$ cat config.mk
export PLATFORM = sky130hd
export DESIGN_NAME = pio3_core
export DESIGN_NICKNAME = d
export VERILOG_FILES = /design/src/rtl/pio3_pkg.sv /design/src/rtl/pio3_strobe.sv /design/src/rtl/pio3_sync.sv /design/src/rtl/pio3_regs.sv /design/src/rtl/pio3_readmux.sv /design/src/rtl/pio3_core.sv
export SDC_FILE = /design/constraint.sdc
export NUM_CORES = 1
export LEC_CHECK = 0
export ABC_AREA = 1
export BUFFER_PORTS_ARGS = -buffer_cell sky130_fd_sc_hd__buf_2
export CORE_UTILIZATION = 40
export DETAILED_ROUTE_END_ITERATION = 10
export SYNTH_ARGS = -nofsm -noshare
export SYNTH_HDL_FRONTEND = slang
export SYNTH_SLANG_ARGS = --single-unit
$ cat constraint.sdc
create_clock -name clk -period 1.45 [get_ports clk]
set_input_delay 0.145 -clock clk [delete_from_list [all_inputs] [get_ports clk]]
set_output_delay 0.145 -clock clk [all_outputs]
set_load 0.05 [all_outputs]
$ cat src/rtl/pio3_pkg.sv
package pio3_pkg;
   localparam int unsigned PORT_W = 8;
   localparam int unsigned ADDR_W = 2;

   localparam logic [ADDR_W-1:0] SEL_A    = 2'd0;
   localparam logic [ADDR_W-1:0] SEL_B    = 2'd1;
   localparam logic [ADDR_W-1:0] SEL_C    = 2'd2;
   localparam logic [ADDR_W-1:0] SEL_CTRL = 2'd3;

   // Field order matches control word bits 6:0
   typedef struct packed {
      logic [1:0] mode_a;
      logic       a_is_in;
      logic       chi_is_in;
      logic       mode_b;
      logic       b_is_in;
      logic       clo_is_in;
   } pio_cfg_t;

   localparam pio_cfg_t CFG_RESET = '{mode_a: 2'b00, a_is_in: 1'b1, chi_is_in: 1'b1,
                                      mode_b: 1'b0, b_is_in: 1'b1, clo_is_in: 1'b1};
endpackage

$ cat src/rtl/pio3_strobe.sv
module pio3_strobe (
   input  logic clk,
   input  logic rst_n,
   input  logic cs_n,
   input  logic wr_n,
   output logic wr_evt
);
   logic wr_q;

   always_ff @(posedge clk or negedge rst_n) begin
      if (!rst_n) wr_q <= 1'b1;
      else        wr_q <= wr_n;
   end

   // rising edge of the low-active strobe, qualified by select
   assign wr_evt = wr_n & ~wr_q & ~cs_n;
endmodule

$ cat src/rtl/pio3_sync.sv
module pio3_sync #(
   parameter int unsigned WIDTH  = 24,
   parameter int unsigned STAGES = 2
) (
   input  logic             clk,
   input  logic             rst_n,
   input  logic [WIDTH-1:0] din,
   output logic [WIDTH-1:0] dout
);
   logic [STAGES-1:0][WIDTH-1:0] chain;

   generate
      if (STAGES == 1) begin : g_single
         always_ff @(posedge clk or negedge rst_n) begin
            if (!rst_n) chain <= '0;
            else        chain[0] <= din;
         end
      end else begin : g_multi
         always_ff @(posedge clk or negedge rst_n) begin
            if (!rst_n) chain <= '0;
            else        chain <= {chain[STAGES-2:0], din};
         end
      end
   endgenerate

   assign dout = chain[STAGES-1];
endmodule

$ cat src/rtl/pio3_regs.sv
module pio3_regs
   import pio3_pkg::*;
(
   input  logic              clk,
   input  logic              rst_n,
   input  logic              wr_evt,
   input  logic [ADDR_W-1:0] addr,
   input  logic [PORT_W-1:0] wdata,
   output pio_cfg_t          cfg,
   output logic [PORT_W-1:0] lat_a,
   output logic [PORT_W-1:0] lat_b,
   output logic [PORT_W-1:0] lat_c
);
   localparam int unsigned SEL_W = $clog2(PORT_W);

   logic              is_cfg_word;
   logic [SEL_W-1:0]  bit_sel;

   assign is_cfg_word = wdata[PORT_W-1];
   assign bit_sel     = wdata[SEL_W:1];

   always_ff @(posedge clk or negedge rst_n) begin
      if (!rst_n) begin
         cfg   <= CFG_RESET;
         lat_a <= '0;
         lat_b <= '0;
         lat_c <= '0;
      end else if (wr_evt) begin
         unique case (addr)
            SEL_A: lat_a <= wdata;
            SEL_B: lat_b <= wdata;
            SEL_C: lat_c <= wdata;
            default: begin
               if (is_cfg_word) begin
                  cfg   <= pio_cfg_t'(wdata[PORT_W-2:0]);
                  lat_a <= '0;
                  lat_b <= '0;
                  lat_c <= '0;
               end else begin
                  lat_c[bit_sel] <= wdata[0];
               end
            end
         endcase
      end
   end
endmodule

$ cat src/rtl/pio3_readmux.sv
module pio3_readmux
   import pio3_pkg::*;
(
   input  logic              cs_n,
   input  logic              rd_n,
   input  logic [ADDR_W-1:0] addr,
   input  logic [PORT_W-1:0] dir_in_c,
   input  logic              a_is_in,
   input  logic              b_is_in,
   input  logic [PORT_W-1:0] lat_a,
   input  logic [PORT_W-1:0] lat_b,
   input  logic [PORT_W-1:0] lat_c,
   input  logic [PORT_W-1:0] pin_a,
   input  logic [PORT_W-1:0] pin_b,
   input  logic [PORT_W-1:0] pin_c,
   output logic [PORT_W-1:0] rdata
);
   logic [PORT_W-1:0] c_view;

   // per-bit select lets the two C nibbles differ
   assign c_view = (pin_c & dir_in_c) | (lat_c & ~dir_in_c);

   always_comb begin
      rdata = '0;
      if (!cs_n && !rd_n) begin
         unique case (addr)
            SEL_A:   rdata = a_is_in ? pin_a : lat_a;
            SEL_B:   rdata = b_is_in ? pin_b : lat_b;
            SEL_C:   rdata = c_view;
            default: rdata = '0;
         endcase
      end
   end
endmodule

$ cat src/rtl/pio3_core.sv
module pio3_core
   import pio3_pkg::*;
#(
   parameter int unsigned DATA_W      = 8,
   parameter int unsigned SYNC_STAGES = 2
) (
   input  logic              clk,
   input  logic              rst_n,
   input  logic              cs_n,
   input  logic              rd_n,
   input  logic              wr_n,
   input  logic [1:0]        addr,
   input  logic [DATA_W-1:0] wdata,
   output logic [DATA_W-1:0] rdata,
   input  logic [DATA_W-1:0] pa_in,
   output logic [DATA_W-1:0] pa_out,
   output logic [DATA_W-1:0] pa_oe,
   input  logic [DATA_W-1:0] pb_in,
   output logic [DATA_W-1:0] pb_out,
   output logic [DATA_W-1:0] pb_oe,
   input  logic [DATA_W-1:0] pc_in,
   output logic [DATA_W-1:0] pc_out,
   output logic [DATA_W-1:0] pc_oe
);
   localparam int unsigned HALF_W = DATA_W / 2;
   localparam int unsigned PIN_W  = 3 * DATA_W;

   generate
      if (DATA_W != PORT_W) begin : g_bad_width
         $error("pio3_core: DATA_W must equal the package port width");
      end
      if (SYNC_STAGES < 1) begin : g_bad_sync
         $error("pio3_core: SYNC_STAGES must be at least 1");
      end
   endgenerate

   logic              wr_evt;
   pio_cfg_t          cfg;
   logic [DATA_W-1:0] lat_a, lat_b, lat_c;
   logic [PIN_W-1:0]  pins_sync;
   logic [DATA_W-1:0] dir_in_c;

   pio3_strobe u_strobe (
      .clk    (clk),
      .rst_n  (rst_n),
      .cs_n   (cs_n),
      .wr_n   (wr_n),
      .wr_evt (wr_evt)
   );

   pio3_regs u_regs (
      .clk    (clk),
      .rst_n  (rst_n),
      .wr_evt (wr_evt),
      .addr   (addr),
      .wdata  (wdata),
      .cfg    (cfg),
      .lat_a  (lat_a),
      .lat_b  (lat_b),
      .lat_c  (lat_c)
   );

   pio3_sync #(.WIDTH(PIN_W), .STAGES(SYNC_STAGES)) u_sync (
      .clk   (clk),
      .rst_n (rst_n),
      .din   ({pc_in, pb_in, pa_in}),
      .dout  (pins_sync)
   );

   // per-bit input mask for port C, one nibble direction per half
   generate
      for (genvar g = 0; g < DATA_W; g++) begin : g_cdir
         if (g < HALF_W) begin : g_lo
            assign dir_in_c[g] = cfg.clo_is_in;
         end else begin : g_hi
            assign dir_in_c[g] = cfg.chi_is_in;
         end
      end
   endgenerate

   pio3_readmux u_rmux (
      .cs_n     (cs_n),
      .rd_n     (rd_n),
      .addr     (addr),
      .dir_in_c (dir_in_c),
      .a_is_in  (cfg.a_is_in),
      .b_is_in  (cfg.b_is_in),
      .lat_a    (lat_a),
      .lat_b    (lat_b),
      .lat_c    (lat_c),
      .pin_a    (pins_sync[DATA_W-1:0]),
      .pin_b    (pins_sync[2*DATA_W-1:DATA_W]),
      .pin_c    (pins_sync[PIN_W-1:2*DATA_W]),
      .rdata    (rdata)
   );

   assign pa_out = lat_a;
   assign pb_out = lat_b;
   assign pc_out = lat_c;
   assign pa_oe  = {DATA_W{~cfg.a_is_in}};
   assign pb_oe  = {DATA_W{~cfg.b_is_in}};
   assign pc_oe  = ~dir_in_c;
endmodule

; Word-level counts from Yosys, hierarchy flattened
; Index checks and enable logic that the tools add are counted.
; Widths: inputs -> output; s select.
[word_totals]
wordCells = 55
inputBits = 39
register_bits = 77
[classes]
n_lt_le_gt_ge = 2
reduce_logical = 15
mux = 12
bitwise_logic = 14
eq_ne = 2
[op_table]
columns = op, count
row1 = $pmux 8 s2, 3
row2 = $mux 8, 5
row3 = $pmux 8 s3, 1
row4 = $and 8x8->8, 2
row5 = $reduce_and 3->1, 3
row6 = $bwmux 8, 1
row7 = $not 1->1, 8
row8 = $not 8->8, 1
row9 = $or 8x8->8, 1
row10 = $reduce_or 2->1, 3
row11 = $lt 3x4->1 const B, 1
row12 = $reduce_bool 2->1, 2
row13 = $demux 1 s3, 1
row14 = $ge 3x1->1 const B, 1
row15 = $reduce_or 3->1, 1
row16 = $and 1x1->1, 2
row17 = $eq 2x1->1 const B, 1
row18 = $eq 2x2->1 const B, 1
row19 = $logic_and 1x1->1, 2
row20 = $logic_not 1->1, 2
row21 = $logic_not 2->1, 1
row22 = $reduce_and 2->1, 1
row23 = $mux 1, 1

; Logic depth before layout (Yosys ltp)
; Gate-level depths: netlist of the first run.
[logic_depth]
ltp_word = 7
depth_mapped = 9
mapped_depth_nobuf = 8

; By module
; From an unflattened synthesis of the first run, not the netlist that was laid out.
[unflattened]
hier_cells = 462
hier_area_um2 = 3841.2
[modules_own_cells]
columns = mod, area_each_um2, seq_area_each_um2, n_inst, cells_each
row1 = pio3_regs, 1629.1, 780.7, 1, 213
row2 = pio3_sync, 1381.3, 1201.2, 1, 72
row3 = pio3_readmux, 625.6, 0.0, 1, 149
row4 = pio3_core, 165.2, 0.0, 1, 24
row5 = pio3_strobe, 40.0, 26.3, 1, 4

; Worst setup path before layout of the first run
; Ideal clock, no wire load.
[synth_path]
path_kind = register to output
startpoint = reg, netlist name u_regs.cfg[1]
endpoint = out rdata[6]
slack_ps = -119
arrival_time_ps = 1424
stages_incl_launch_ff = 9
cell_sequence = dfstp_2 > buf_2 > inv_2 > nand2_1 > nand2_1 > nand2_1 > nand3_1 > nand2_1 > inv_1
[synth_between]
elab_chain_cells = 3
[synth_lines]
columns = item, line_no
row1 = $mux 8, pio3_readmux.sv:28  ; SEL_B: rdata = b_is_in ? pin_b : lat_b;
row2 = $pmux 8 s3, pio3_readmux.sv:26  ; unique case (addr)
row3 = $mux 8, pio3_readmux.sv:25  ; if (!cs_n && !rd_n) begin
row4 = "end, declared", pio3_core.sv:14  ; output logic [DATA_W-1:0] rdata,
; No other way between the ends.

; Worst setup path after layout of the first run
[layout_path]
startpoint = reg, netlist name u_regs.cfg[1]
endpoint = out rdata[6]
[layout_between]
elab_chain_cells = 3
[layout_lines]
columns = item, line_no
row1 = $mux 8, pio3_readmux.sv:28
row2 = $pmux 8 s3, pio3_readmux.sv:26
row3 = $mux 8, pio3_readmux.sv:25
; No other way between the ends.

==> impl_metrics.py, run 1 <==
metrics = {
    "worst_setup_path": {
        "endpoint_kind": "output port",
        "critPathLaunch": "u_regs.cfg[1]",
        "arrival_ns": 1.67,
        "rr_startpoint": "u_strobe.wr_q",
        "critical_path_peak_fanout": 6,
        "worstSetupPathType": "reg2out",
        "rrSetupSlack_ns": 0.22,
        "crit_path_start_kind": "flip-flop",
        "r2r_end": "u_regs.cfg[3]",
        "crit_path_end": "rdata[6]",
        "r2r_cells": 5,
        "cp.required_ns": 1.31,
    },
    "routing": {
        "drt_pre_antenna_iters": 4,
        "drt_iter0_drc": 159,
        "drc": 0,
        "routed_via_density": 4.653,
        "vias": 2801,
        "avgRoutedWirePerCell_um": 14.19,
        "finalWirelength_um": 8545,
        "antenna_left": 0,
    },
    "worst_hold_path": {
        "hp-class": "in2reg",
    },
    "sta": {
        "fmax_ghz": 0.5524,
        "setup_ws_ns": -0.3604,
        "finalCritPeriodShare_pct": 124.9,
        "maxSlewViolCount": 0,
        "rsz0062_at_grt": "yes",
        "finalHoldViolCount": 0,
        "whs_ns": 0.05632,
        "max-slew-margin-rel_pct": 65.69,
        "layout_min_cycle_time_ns": 1.810,
        "setup_viol": 28,
        "tightest_slew_ns": 0.5147,
        "skew_ns": 0.008787,
    },
    "yosys": {
        "yosysWarningCount": 0,
        "avgSynthCellArea_um2": 9.316,
        "synth_area_um2": 3428,
        "yosysUniqueCellTypes": 25,
        "synth.ff_latch_count": 77,
        "syn_inst": 368,
        "syn_nets": 412,
        "yosysSeqAreaShare_pct": 56.39,
    },
    "power": {
        "leakagePower_nw": 2.502,
        "power_density_nw_per_um2": 1311,
        "ir_drop_mv": 0.6496,
    },
    "global_route": {
        "grt_overflow": 0,
        "grt_pass1_wl_um": 13530,
        "grt_start_max_net_pins": 45,
        "grt_use_total_pct": 20.79,
        "antenna_found_initial": 0,
        "grt_pass1_vias": 2692,
    },
    "floorplanning": {
        "initial_core_util_pct": 41.52,
        "die-area_um2": 8945,
        "die_width_um": 94.58,
        "core_region_area_um2": 8258,
        "row_count": 33,
        "io_pins": 95,
        "die_h_um": 94.58,
    },
    "clock_network": {
        "cts.sinks": 77,
        "clk_latency_ns": 0.36,
        "root_buffer": "clkbuf_8",
        "htreeDepth": 3,
        "cts_made_buffers": 9,
        "cts_tree": "done",
        "clk_path_buf_depth": 2,
        "path_clk_slew_ns": 0.08,
    },
    "place": {
        "dpl.hpwl_um": 5916,
        "place_inst": 552,
        "io_buffers": 94,
        "gp_congestion": 0.8898,
    },
    "finish": {
        "nNetsFinal": 536,
        "area_growth_pct": 42.59,
        "layout-drive-gt1-share_pct": 41.25,
        "num_antenna_cells": 0,
        "final_cell_mix": "nand2_1, dfrtp_1, buf_2, inv_1",
        "instances_no_fill": 602,
        "multiInputGateArea_um2": 1134,
        "layout_commonest_cell": "nand2_1",
        "regArea_um2": 1936,
        "nFillCells": 709,
    },
    "run": {
        "drv_cap": 0,
    },
    "run_status": {
        "violations": "setup timing",
        "status": "complete, but fails checks",
    },
}
-- synth_stat cells, drive strengths merged --
library cell  number  area share [%]
nand2            124              14
dfrtp             72              53
inv               42             4.6
buf               35             7.4
nand3             27             4.2
o21ai             27             5.7
o211ai             8             1.8
or2                8             1.5
a21oi              7             1.1
dfstp              5             3.8
ha                 5             1.8
nor2               4            0.73
nor3               2            0.58
clkbuf             1            0.11
nand4              1            0.18
-- critical path, stage by stage (launching register included) --
cell and delay, ns:
dfstp_2 0.55, buf_8 0.15, inv_8 0.04, nand2_2 0.04, nand2_1 0.04, nand2_1 0.08, nand3_2 0.07, nand2_2 0.10
clkinvlp_4 0.09, buf_8 0.15
-- power by group --
| group | leakage [nW] | switching [W] | internal, W | total [W] |
|---|---|---|---|---|
| sequential | 0.931 | 0.000135 | 0.00235 | 0.00248 |
| combinational | 1.47 | 0.00146 | 0.000846 | 0.00230 |
| clock | 0.0996 | 0.000826 | 0.000800 | 0.00163 |
| total | 2.50 | 0.00242 | 0.00399 | 0.00641 |
-- sequential cells by signal (all words and copies together), names as in the netlist --
signal and cells:
u_regs.cfg 4, u_regs.lat_a 8, u_regs.lat_b 8, u_regs.lat_c 8
u_strobe.wr_q 1, u_sync.chain 24, u_sync.dout 24
-- routing by layer --
| metal | part of all wire (%) | track usage, % | vias up |
|---|---|---|---|
| met5 | 0 | 0 | - |
| met4 | 3.6 | 12.50 | 0 |
| met3 | 3.9 | 3.945 | 20 |
| met2 | 48 | 32.07 | 84 |
| met1 | 44 | 27.16 | 1327 |
| li1 | - | - | 1370 |
-- per-stage QoR --
step	TNS, ns	power [W]	instance area, um2	utilization, %	setup WS (ns)
6_report	-5.652	0.006409	4888	59.20	-0.3604
5_1_grt	-7.554	0.006698	4888	59.20	-0.4314
4_1_cts	-6.277	0.006348	4796	58.08	-0.3716
3_5_place_dp	-4.059	0.004332	3996	48.39	-0.2766
3_3_place_gp	-3.152	0.004317	3996	48.39	-0.2070
2_1_floorplan	-0.008534	0.003938	3447	-	-0.008534
-- worst min path at each step --
stage / start / to / slack (ns) / cells after the start
2_1_floorplan: rst_n / u_regs.lat_a[0] / -0.15 / 0
3_3_place_gp: rst_n / u_sync.dout[1] / 0.06 / 1
3_5_place_dp: rst_n / u_regs.lat_a[2] / 0.06 / 1
4_1_cts: wdata[4] / u_regs.cfg[4] / 0.05 / 3
5_1_grt: wdata[4] / u_regs.cfg[4] / 0.08 / 3
6_report: wdata[4] / u_regs.cfg[4] / 0.06 / 3
-- timing repair --
action | CTS | global route
hold buffers | 26 | 0
setup buffers | 6 | 1
cloned | 1 | 0
gates resized for setup | 93 | 23
endpoints found under the hold margin | 44 | 0
setup endpoints to repair | 32 | 32
pin swaps | 4 | 4
-- logic make-up (layout without fill, tap and decap cells) --
kind of cell	Yosys count	after routing	synth area share (%)
AO/OA/AOI/OAI	42	42	8.577
buffers and inverters	78	207	12.15
flip-flops	77	77	56.39
AND/OR/NAND/NOR	166	166	21.06
adder cells (fa/ha/maj)	5	5	1.825
-- cell type report --
| type | instances | share of cell area (%) |
|---|---|---|
| flip-flops and latches | 77 | 39.60 |
| repair buffers | 148 | 26.72 |
| well taps | 105 | 2.687 |
| inverters | 42 | 3.583 |
| repair inverters | 1 | 0.1792 |
| clock buffers | 9 | 2.534 |
| multi-input cells | 213 | 23.19 |
| clock inverters | 7 | 1.510 |
(Power assumes the default switching activity.)
==> run 2, diff against run 1 <==
- SKIP_LAST_GASP: unset -> 1
==> run 2 against run 1 <==
Against the previous run: the flow still finishes with violations (setup timing); fmax down 0.51%; total power up 0.29%; utilization rose by 0.091 points; cell area grew 0.15%; via count shrank 0.14%; worst setup slack worse by 0.0093 ns; critical path depth unchanged; final cell count rose by 0.17%; sequential share of layout area is 0.061 points lower; count of clock-buffer cells in the layout unchanged; largest power group unchanged.
==> impl_metrics.py, run 2 (synthesis gave the netlist of run 1 again) <==
metrics = {
    "worst_setup_path": {
        "endpoint_kind": "output port",
        "crit_path_start_kind": "flip-flop",
        "critical_path_peak_fanout": 6,
        "r2r_cells": 5,
        "r2r_end": "u_regs.cfg[3]",
        "rr_startpoint": "u_strobe.wr_q",
        "cp.required_ns": 1.31,
        "worstSetupPathType": "reg2out",
        "rrSetupSlack_ns": 0.22,
        "arrival_ns": 1.67,
    },
    "worst_hold_path": {
        "hp-start": "wdata[4]",
        "hold-path-endpoint": "u_regs.cfg[4]",
        "worstHoldPathCells": 3,
        "hp-class": "in2reg",
    },
    "floorplanning": {
        "row_count": 33,
        "die-area_um2": 8945,
        "die_width_um": 94.58,
        "die_h_um": 94.58,
        "io_pins": 95,
        "initial_core_util_pct": 41.52,
        "core_region_area_um2": 8258,
    },
    "place": {
        "io_buffers": 94,
        "dpl.hpwl_um": 5916,
        "gp_congestion": 0.8898,
    },
    "sta": {
        "fmax_ghz": 0.5495,
        "tightest_slew_ns": 0.5423,
        "layout_min_cycle_time_ns": 1.820,
        "setup_tns_ns": -5.405,
        "rsz0062_at_grt": "yes",
        "finalHoldViolCount": 0,
        "setup_ws_ns": -0.3698,
        "setup_viol": 28,
        "maxSlewViolCount": 0,
        "skew_ns": 0.006838,
        "max-slew-margin-rel_pct": 63.85,
        "finalCritPeriodShare_pct": 125.5,
    },
    "routing": {
        "drc": 0,
        "finalWirelength_um": 8534,
        "vias": 2797,
        "drt_iter0_drc": 149,
        "drt_pre_antenna_iters": 5,
        "avgRoutedWirePerCell_um": 14.15,
        "antenna_left": 0,
        "routed_via_density": 4.638,
    },
    "power": {
        "leakagePower_nw": 2.506,
        "power_density_nw_per_um2": 1313,
        "total_power_w": 0.006428,
        "ir_drop_mv": 0.6500,
    },
    "clock_network": {
        "clk_path_buf_depth": 2,
        "cts.sinks": 77,
        "cts_tree": "done",
        "path_clk_slew_ns": 0.08,
        "htreeDepth": 3,
        "clk_latency_ns": 0.35,
        "root_buffer": "clkbuf_8",
        "cts_made_buffers": 9,
    },
    "global_route": {
        "grt_overflow": 0,
        "grt_start_max_net_pins": 45,
        "grt_pass1_vias": 2692,
        "grt_pass1_wl_um": 13500,
        "grt_use_total_pct": 20.75,
        "antenna_found_initial": 0,
    },
    "finish": {
        "regArea_um2": 1936,
        "final_cell_mix": "nand2_1, dfrtp_1, buf_2, inv_1",
        "area_growth_pct": 42.81,
        "multiInputGateArea_um2": 1116,
        "layout_commonest_cell": "nand2_1",
        "nNetsFinal": 537,
        "num_antenna_cells": 0,
        "layout-drive-gt1-share_pct": 39.96,
        "nFillCells": 708,
    },
    "run_status": {
        "violations": "setup timing",
        "status": "complete, but fails checks",
    },
    "run": {
        "drv_cap": 0,
    },
}
[run 2: power by group]
group / total [W] / switching, W / internal, W
logic: 0.00232 / 0.00146 / 0.000867
registers: 0.00248 / 0.000132 / 0.00235
clock network: 0.00163 / 0.000826 / 0.000800
total: 0.00643 / 0.00241 / 0.00401
[run 2: cell type report]
class | count | share of cell area, %
sequential | 77 | 39.53
timing repair buffer | 149 | 27.24
multi-input combinational | 213 | 22.80
inverter | 42 | 3.578
tap | 105 | 2.683
clock buffer | 9 | 2.530
clock inverter | 7 | 1.508
timing repair inverter | 1 | 0.1278
[run 2: worst max-delay path: stages, from the launching register on]
cell and delay, ns:
dfstp_2 0.55, buf_8 0.14, inv_8 0.04, nand2_2 0.04, nand2_1 0.04, nand2_1 0.08
nand3_2 0.08, nand2_2 0.10, clkinvlp_4 0.09, buf_8 0.15
[run 2: worst max-delay path by stage]
stage | startpoint | cells after the start | end | slack [ns]
CTS | u_regs.cfg[4] | 8 | rdata[0] | -0.37
finish | u_regs.cfg[1] | 9 | rdata[6] | -0.37
global route | u_regs.cfg[1] | 9 | rdata[6] | -0.44
floorplan | u_regs.cfg[1] | 8 | rdata[6] | -0.009
global placement | addr[0] | 8 | rdata[0] | -0.21
detailed placement | addr[0] | 10 | u_regs.lat_c[5] | -0.28
[run 2: per-stage QoR]
stage | util, % | hold slack [ns] | worst slack (ns) | cell area, um2 | cells
floorplan | - | -0.1506 | -0.008534 | 3447 | 368
global placement | 48.39 | 0.05963 | -0.2070 | 3996 | 552
detailed placement | 48.39 | 0.06043 | -0.2766 | 3996 | 552
CTS | 58.02 | 0.04750 | -0.3716 | 4791 | 601
global route | 59.29 | 0.08351 | -0.4367 | 4896 | 603
finish | 59.29 | 0.06019 | -0.3698 | 4896 | 603
[run 2: repair_timing]
item	CTS	global route
gates cloned	1	0
pin swaps	4	3
setup buffers	6	2
gates resized for setup	91	19
endpoints found under the hold margin	44	0
hold buffers	26	0
endpoints found under the setup margin	32	32
[run 2: layer usage]
metal	vias to the layer above	GRT usage, %	wire [um]
li1	1371	-	-
met1	1310	27.06	3715
met2	98	32.07	4150
met3	18	3.945	389
met4	0	12.50	279
met5	-	0	0
==> run 3, diff against run 2 <==
- CELL_PAD_IN_SITES_DETAIL_PLACEMENT: unset -> 2
- CELL_PAD_IN_SITES_GLOBAL_PLACEMENT: unset -> 2
- CORE_UTILIZATION: 40 -> 31
- PLACE_DENSITY_LB_ADDON: unset -> 0.1
==> run 3 against run 2 <==
Against the previous run: critical path type unchanged; via count up 4.8%; hold slack improved by 0.0070 ns; cell area barely moved; non-clock buffer count up 1; the flow still finishes with violations (setup timing); clock skew fell by 0.00077 ns; largest power group unchanged; count of clock-buffer cells in the layout grew 1; register-to-register slack improved by 0.05 ns; total power rose by 0.29%; final cell count grew 5.8%; critical endpoint is now rdata[0].
==> impl_metrics.py, run 3 (synthesis gave the netlist of run 1 again) <==
metrics = {
    "run_status": {
        "status": "complete, but fails checks",
        "violations": "setup timing",
    },
    "finish": {
        "nFillCells": 1145,
        "layout-drive-gt1-share_pct": 38.96,
        "nNetsFinal": 537,
        "layout_commonest_cell": "nand2_1",
        "final_cell_mix": "nand2_1, dfrtp_1, buf_2, inv_1, dlygate4sd3_1",
        "num_antenna_cells": 0,
        "area_growth_pct": 42.70,
        "final_core_util_pct": 45.33,
        "instances_no_fill": 638,
    },
    "routing": {
        "drt_pre_antenna_iters": 4,
        "routed_via_density": 4.592,
        "avgRoutedWirePerCell_um": 16.38,
        "vias": 2930,
        "finalWirelength_um": 10450,
        "drc": 0,
        "antenna_left": 0,
        "drt_iter0_drc": 53,
    },
    "floorplanning": {
        "io_pins": 95,
        "die-area_um2": 11480,
        "core_region_area_um2": 10790,
        "die_h_um": 107.2,
        "die_width_um": 107.2,
        "initial_core_util_pct": 31.76,
        "row_count": 38,
    },
    "clock_network": {
        "cts.sinks": 77,
        "clk_latency_ns": 0.37,
        "cts_tree": "done",
        "path_clk_slew_ns": 0.08,
        "root_buffer": "clkbuf_8",
        "htreeDepth": 3,
        "cts_made_buffers": 9,
        "clk_path_buf_depth": 2,
    },
    "sta": {
        "setup_viol": 32,
        "setup_ws_ns": -0.4057,
        "tightest_slew_ns": 0.4356,
        "finalCritPeriodShare_pct": 128.0,
        "fmax_ghz": 0.5389,
        "rsz0062_at_grt": "yes",
        "maxSlewViolCount": 0,
        "finalHoldViolCount": 0,
        "layout_min_cycle_time_ns": 1.856,
        "skew_ns": 0.006068,
        "max-slew-margin-rel_pct": 70.96,
    },
    "worst_hold_path": {
        "hold-path-endpoint": "u_regs.cfg[4]",
        "hp-class": "in2reg",
        "worstHoldPathCells": 3,
        "hp-start": "wdata[4]",
    },
    "place": {
        "io_buffers": 94,
        "place_inst": 588,
        "dp_slack_ns": -0.1932,
        "dpl.hpwl_um": 7304,
        "gp_congestion": 0.7153,
    },
    "worst_setup_path": {
        "crit_path_start_kind": "flip-flop",
        "r2r_cells": 7,
        "rr_startpoint": "u_strobe.wr_q",
        "cp.required_ns": 1.31,
        "critical_path_peak_fanout": 5,
        "arrival_ns": 1.71,
        "rrSetupSlack_ns": 0.27,
        "endpoint_kind": "output port",
        "worstSetupPathType": "reg2out",
        "r2r_end": "u_regs.lat_a[4]",
    },
    "global_route": {
        "grt_pass1_vias": 3198,
        "grt_overflow": 0,
        "grt_use_total_pct": 19.68,
        "grt_pass1_wl_um": 16490,
        "grt_start_max_net_pins": 31,
        "antenna_found_initial": 1,
    },
    "power": {
        "ir_drop_mv": 0.6430,
        "leakagePower_nw": 2.479,
        "power_density_nw_per_um2": 1318,
        "total_power_w": 0.006447,
    },
    "run": {
        "drv_cap": 0,
    },
}
==> run 3: power by group <==
group          internal (W)  total, W  switching, W
sequential          0.00235   0.00249      0.000141
combinational      0.000826   0.00229       0.00146
clock              0.000835   0.00167      0.000837
total               0.00401   0.00645       0.00244
==> run 3: metal layers <==
metal | routed length (um) | global-route usage, % | share of wire, %
met1 | 4362 | 23.39 | 42
met2 | 5500 | 34.52 | 53
met3 | 353 | 3.343 | 3.4
met4 | 221 | 9.198 | 2.1
met5 | 12 | 0 | 0.11
==> run 3: area by class of cell <==
type	count	area (um2)	share of cell area, %
Sequential cell	77	1936	39.57
Timing Repair Buffer	150	1315	26.88
Multi-Input combinational cell	213	1094	22.35
Tap cell	140	175.2	3.581
Inverter	42	172.7	3.529
Clock buffer	10	137.6	2.813
Clock inverter	6	62.56	1.279
==> run 3: critical path, cell delays in order, from the launching register on <==
cell and delay [ns]:
dfstp_2 0.56, buf_4 0.13, clkbuf_16 0.13, nand2_1 0.04, nand2_1 0.06, nand2_1 0.06, nand3_1 0.08, nand2_1 0.05
inv_1 0.07, buf_6 0.15
==> run 3: through the flow <==
step           hold WS [ns]    TNS, ns  instance area [um2]
6_report            0.06722     -5.775                 4892
5_1_grt             0.08354     -7.746                 4892
4_1_cts             0.05397     -6.331                 4798
3_5_place_dp         0.1304     -2.255                 4073
3_3_place_gp         0.1086     -1.860                 4073
2_1_floorplan       -0.1506  -0.008534                 3447
==> run 3: worst max path at each step <==
stage	start	end	slack (ns)
after global placement	addr[0]	rdata[6]	-0.16
after detailed placement	addr[0]	u_regs.lat_c[6]	-0.19
after floorplan	u_regs.cfg[1]	rdata[6]	-0.009
final	u_regs.cfg[1]	rdata[0]	-0.41
after global routing	u_regs.cfg[1]	rdata[6]	-0.51
after CTS	u_regs.cfg[1]	rdata[6]	-0.42
==> run 3: repair_timing <==
| action | 4_1_cts | 5_1_grt |
|---|---|---|
| hold buffers | 26 | 0 |
| cloned | 0 | 1 |
| pin swaps | 0 | 1 |
| endpoints found under the hold margin | 49 | 0 |
| gates resized for setup | 67 | 16 |
| setup buffers | 5 | 2 |
| setup endpoints to repair | 32 | 32 |
